File: src/rtl/eow_pkg.sv
package eow_pkg;

    typedef enum logic [0:0] {
        MODE_ARRAY = 1'b0,
        MODE_POLL  = 1'b1
    } eow_mode_e;

endpackage

File: src/rtl/eow_access_detect.sv
module eow_access_detect (
    input  logic clk,
    input  logic rst_n,
    input  logic chip_sel,
    input  logic out_en,
    input  logic wr_en,
    output logic rd_act,
    output logic rd_start
);

    logic rd_act_q;

    // A read access: selected, outputs enabled, no write strobe.
    assign rd_act   = chip_sel & out_en & ~wr_en;
    // First cycle of an access.
    assign rd_start = rd_act & ~rd_act_q;

    always_ff @(posedge clk or negedge rst_n) begin
        if (!rst_n) begin
            rd_act_q <= 1'b0;
        end else begin
            rd_act_q <= rd_act;
        end
    end

endmodule

File: src/rtl/eow_mode_fsm.sv
module eow_mode_fsm
    import eow_pkg::*;
(
    input  logic      clk,
    input  logic      rst_n,
    input  logic      busy,
    output eow_mode_e mode,
    output logic      poll_entry
);

    eow_mode_e state_q;
    eow_mode_e state_d;

    always_ff @(posedge clk or negedge rst_n) begin
        if (!rst_n) begin
            state_q <= MODE_ARRAY;
        end else begin
            state_q <= state_d;
        end
    end

    always_comb begin
        state_d    = state_q;
        poll_entry = 1'b0;
        unique case (state_q)
            MODE_ARRAY: begin
                if (busy) begin
                    state_d    = MODE_POLL;
                    poll_entry = 1'b1;
                end
            end
            MODE_POLL: begin
                if (!busy) begin
                    state_d = MODE_ARRAY;
                end
            end
            default: state_d = MODE_ARRAY;
        endcase
    end

    assign mode = state_q;

endmodule

File: src/rtl/eow_toggle.sv
module eow_toggle (
    input  logic clk,
    input  logic rst_n,
    input  logic poll_entry,
    input  logic in_poll,
    input  logic rd_start,
    output logic tgl_shown
);

    logic tgl_q;
    logic count_now;

    assign count_now = in_poll & rd_start;

    always_ff @(posedge clk or negedge rst_n) begin
        if (!rst_n) begin
            tgl_q <= 1'b0;
        end else if (poll_entry) begin
            tgl_q <= 1'b0;
        end else if (count_now) begin
            tgl_q <= ~tgl_q;
        end
    end

    // The access shows its post-flip value from its very first cycle.
    assign tgl_shown = tgl_q ^ count_now;

endmodule

File: src/rtl/eow_rdmux.sv
module eow_rdmux
    import eow_pkg::*;
#(
    parameter int DATA_W     = 8,
    parameter int POLL_BIT   = 7,
    parameter int TOGGLE_BIT = 6
) (
    input  eow_mode_e           mode,
    input  logic                rd_act,
    input  logic                tgl_shown,
    input  logic [DATA_W-1:0]   last_byte,
    input  logic [DATA_W-1:0]   array_rdata,
    output logic [DATA_W-1:0]   dq_out,
    output logic                dq_oe
);

    logic [DATA_W-1:0] status_word;

    for (genvar i = 0; i < DATA_W; i++) begin : g_status
        if (i == POLL_BIT) begin : g_inv
            assign status_word[i] = ~last_byte[i];
        end else if (i == TOGGLE_BIT) begin : g_tgl
            assign status_word[i] = tgl_shown;
        end else begin : g_pass
            assign status_word[i] = last_byte[i];
        end
    end

    always_comb begin
        dq_oe  = rd_act;
        dq_out = '0;
        if (rd_act) begin
            unique case (mode)
                MODE_ARRAY: dq_out = array_rdata;
                MODE_POLL:  dq_out = status_word;
                default:    dq_out = array_rdata;
            endcase
        end
    end

endmodule

File: src/rtl/eow_status_poll.sv
module eow_status_poll
    import eow_pkg::*;
#(
    parameter int DATA_W     = 8,
    parameter int POLL_BIT   = DATA_W - 1,
    parameter int TOGGLE_BIT = DATA_W - 2
) (
    input  logic              clk,
    input  logic              rst_n,
    input  logic              chip_sel,
    input  logic              out_en,
    input  logic              wr_en,
    input  logic              busy,
    input  logic [DATA_W-1:0] last_wr_byte,
    input  logic [DATA_W-1:0] array_rdata,
    output logic [DATA_W-1:0] dq_out,
    output logic              dq_oe
);

    logic      rd_act;
    logic      rd_start;
    logic      poll_entry;
    logic      tgl_shown;
    eow_mode_e mode;

    eow_access_detect u_acc (
        .clk      (clk),
        .rst_n    (rst_n),
        .chip_sel (chip_sel),
        .out_en   (out_en),
        .wr_en    (wr_en),
        .rd_act   (rd_act),
        .rd_start (rd_start)
    );

    eow_mode_fsm u_fsm (
        .clk        (clk),
        .rst_n      (rst_n),
        .busy       (busy),
        .mode       (mode),
        .poll_entry (poll_entry)
    );

    eow_toggle u_tgl (
        .clk        (clk),
        .rst_n      (rst_n),
        .poll_entry (poll_entry),
        .in_poll    (mode == MODE_POLL),
        .rd_start   (rd_start),
        .tgl_shown  (tgl_shown)
    );

    eow_rdmux #(
        .DATA_W     (DATA_W),
        .POLL_BIT   (POLL_BIT),
        .TOGGLE_BIT (TOGGLE_BIT)
    ) u_mux (
        .mode        (mode),
        .rd_act      (rd_act),
        .tgl_shown   (tgl_shown),
        .last_byte   (last_wr_byte),
        .array_rdata (array_rdata),
        .dq_out      (dq_out),
        .dq_oe       (dq_oe)
    );

endmodule

File: config.mk
export PLATFORM = sky130hd
export DESIGN_NAME = eow_status_poll
export DESIGN_NICKNAME = d
export VERILOG_FILES = /design/src/rtl/eow_pkg.sv /design/src/rtl/eow_access_detect.sv /design/src/rtl/eow_mode_fsm.sv /design/src/rtl/eow_toggle.sv /design/src/rtl/eow_rdmux.sv /design/src/rtl/eow_status_poll.sv
export SDC_FILE = /design/constraint.sdc
export NUM_CORES = 1
export LEC_CHECK = 0
export ABC_CLOCK_PERIOD_IN_PS = 1490
export CAP_MARGIN = 0
export CORE_AREA = 3 3 40 42
export DETAILED_ROUTE_END_ITERATION = 16
export DIE_AREA = 0 0 43 45
export DONT_BUFFER_PORTS = 1
export PLACE_DENSITY = 0.39
export SLEW_MARGIN = 25
export SYNTH_ARGS = -nofsm -noshare
export SYNTH_HDL_FRONTEND = slang
export SYNTH_HIERARCHICAL = 1
export SYNTH_SLANG_ARGS = --single-unit
File: constraint.sdc
create_clock -name clk -period 1.49 [get_ports clk]
set_input_delay 0.2235 -clock clk [delete_from_list [all_inputs] [get_ports clk]]
set_output_delay 0.2235 -clock clk [all_outputs]
set_load 0.005 [all_outputs]
==> impl_metrics.toml <==
[status]
status = "finished clean"

[global_routing]
antenna_found_initial = 0
grt_pass1_vias = 211
grt-busiest-layer = "met2"
groute.usage.overall = 0.0725
grt_pass1_wl_um = 938
grt_max_degree = 11
grt_use_met1 = 0.0676
overflow = 0
use_met3 = 0.0478
grt_util_met2 = 0.0958

[drt]
drc = 0
drtIter0Drc = 0
vias = 230
routed_via_density = 4.69
routed_wirelength_um = 686
drt_pre_antenna_iters = 1
ant_nets = 0
drt-wirelength-per-cell_um = 14.0

[worst_setup_path]
r2r_cells = 4
reg2reg_from = "u_acc/rd_act_q"
end_kind = "output port"
crit_chain = "and4bb_2, nand2_2, xnor2_2, mux2i_1, nor2b_1"
critPathArrivalTime_ns = 1.26
crit_fanout = 2
critPathMaxStageDelay_ns = 0.34
r2r_setup_slack_ns = 0.26
critPathBufInv = 0
critPathLaunchType = "register"
slowest_stage = "dfrtp_1"
path_class = "reg2out"
rr_endpoint = "u_tgl/tgl_q"
path_delay_family = "simple AND/OR/NAND/NOR gates"
critPathRequiredTime_ns = 1.27

[floorplan]
fp.dieH_um = 45
dieArea_mm2 = 0.00194
initial_core_util = 0.230
io_pins = 31
rows = 13
core_mm2 = 0.00128
die_w_um = 43

[yosys]
syn_inst = 29
async_flop_share = 1.00
ys_types = 13
yosysSeqAreaShare = 0.254
syn-num-nets = 51
synth_most_common_cell = "nor2b_1"
netlist_area_um2 = 295
synth_edf_count = 0
synth_flop_cell = "dfrtp_1"
synth.area.top_cells = "dfrtp_1 (25%), mux2i_1 (24%), nor2b_1 (17%)"
synth.avg_cell_area_um2 = 10.2
synth-seq-cells = 3
yosys-top-cells-count = "nor2b_1 (8), mux2i_1 (7), dfrtp_1 (3)"
ys_warn_count = 6
synth_top_area_share = 0.254
synth.largest_area_cell = "dfrtp_1"

[min_path]
hold_end = "u_fsm/mode"
hp-start = "busy"
holdPathStages = 0
hold_class = "in2reg"

[clock_network]
htree_levels = 1
clk_pin_slew_ns = 0.04
cts_root_buffer = "clkbuf_4"
cts_sinks = 3
clock_latency_ns = 0.23
cts_tree = "done"
clockBufferDepth = 2
cts_made_buffers = 3

[final_layout]
nNetsFinal = 57
fillers = 143
stdcell_count = 49
n_antenna_cell = 0
final_cell_area_um2 = 357
area_growth_pct = 20.8
drive_gt1_frac = 0.324

[timing]
holdWs_ns = 0.0207
min_period_over_period = 0.996
layout_min_cycle_time_ns = 1.48
relSlewSlack = 0.908
clock.fmax_mhz = 674
maxSlewViolCount = 0
rsz0062_at_grt = "true"
worst_pin_slew_ns = 0.134
finClkSkew_ns = 0.00152
hold_viol_final = 0
finalSetupViolCount = 0

[placed_design]
gp_congestion = 0.619
io_buffers = 0
dpl_cell_area_um2 = 310
dp.cells = 44

[power]
power_mw = 0.286
peakVddDrop_v = 0.000292
leakage_nw = 0.181
pwr_density_cell_mw_per_mm2 = 801

[run]
drv_cap = 0
## flip-flops by register name (all words and copies together), names as in the netlist
signal and flops:
u_tgl/tgl_q 1, u_acc/rd_act_q 1, u_fsm/mode 1
## area by class of cell
class                           instances  area, um^2  area share
Clock buffer                            4        26.3      0.0737
Multi-Input combinational cell         24         211       0.593
Sequential cell                         3        75.1       0.211
Tap cell                               15        18.8      0.0526
Timing Repair Buffer                    3        25.0      0.0702
## where the power goes
part	internal [mW]	switching, mW	total [mW]	leakage [nW]
clock	0.100	0.0406	0.141	0.0150
combinational	0.0312	0.0227	0.0539	0.127
sequential	0.0869	0.00399	0.0909	0.0386
## worst reg2reg max path, cell delays in order (launching register included)
cell      delay [ns]
dfrtp_1         0.34
and4bb_2        0.28
nand2_2         0.07
buf_4           0.14
mux2_4          0.28
## what timing repair did
item                                    4_1_cts  5_1_grt
endpoints found under the setup margin        1        1
gates cloned                                  0        0
hold endpoints to repair                      3        0
pin swaps                                     0        0
resized for setup                             1        1
setup buffers                                 0        0
hold buffers                                  1        0
## per-layer routing
layer	vias up	routed length (um)
met2	10	386
met5	-	0
met4	0	7
met1	109	214
li1	109	-
met3	2	77
## per-stage QoR
stage	setup TNS (ns)	util	setup WS [ns]
detailed placement	0	0.241	0.208
CTS	-0.0346	0.272	-0.0346
finish	0	0.278	0.00666
global placement	0	0.241	0.212
floorplan	0	-	0.251
global route	-0.0444	0.278	-0.0444
## cells in the final DEF, fill, tap and decap left out
| cell | synthesis | layout |
|---|---|---|
| and3b_2 | 1 | 1 |
| and4bb_2 | 1 | 1 |
| buf_4 | 1 | 2 |
| clkbuf_1 | 0 | 1 |
| clkbuf_4 | 0 | 3 |
| dfrtp_1 | 3 | 3 |
| dlygate4sd3_1 | 0 | 1 |
| mux2_4 | 1 | 1 |
| mux2i_1 | 7 | 7 |
| nand2_1 | 2 | 1 |
| nand2_2 | 0 | 1 |
| nor2_1 | 1 | 1 |
| nor2b_1 | 8 | 8 |
| nor2b_4 | 1 | 1 |
| o211a_1 | 1 | 1 |
| xnor2_2 | 0 | 1 |
## how the worst max path moves through the flow
stage	from	to	slack (ns)	depth (start not counted)
after floorplan	u_acc/rd_act_q	dq_out[6]	0.25	5
after global placement	u_acc/rd_act_q	dq_out[6]	0.21	5
after detailed placement	u_acc/rd_act_q	dq_out[6]	0.21	5
after CTS	u_acc/rd_act_q	dq_out[6]	-0.03	5
after global routing	u_acc/rd_act_q	dq_out[6]	-0.04	5
final	u_acc/rd_act_q	dq_out[6]	0.007	5
## cells by family (layout without fill, tap and decap cells)
| group | count (synthesis) | after routing | synth area share |
|---|---|---|---|
| buf+inv | 2 | 7 | 0.0636 |
| xor+xnor | 1 | 1 | 0.0297 |
| compound gates | 1 | 1 | 0.0339 |
| simple gates | 14 | 14 | 0.330 |
| flops | 3 | 3 | 0.254 |
| mux | 8 | 8 | 0.288 |
(Power assumes the default switching activity.)
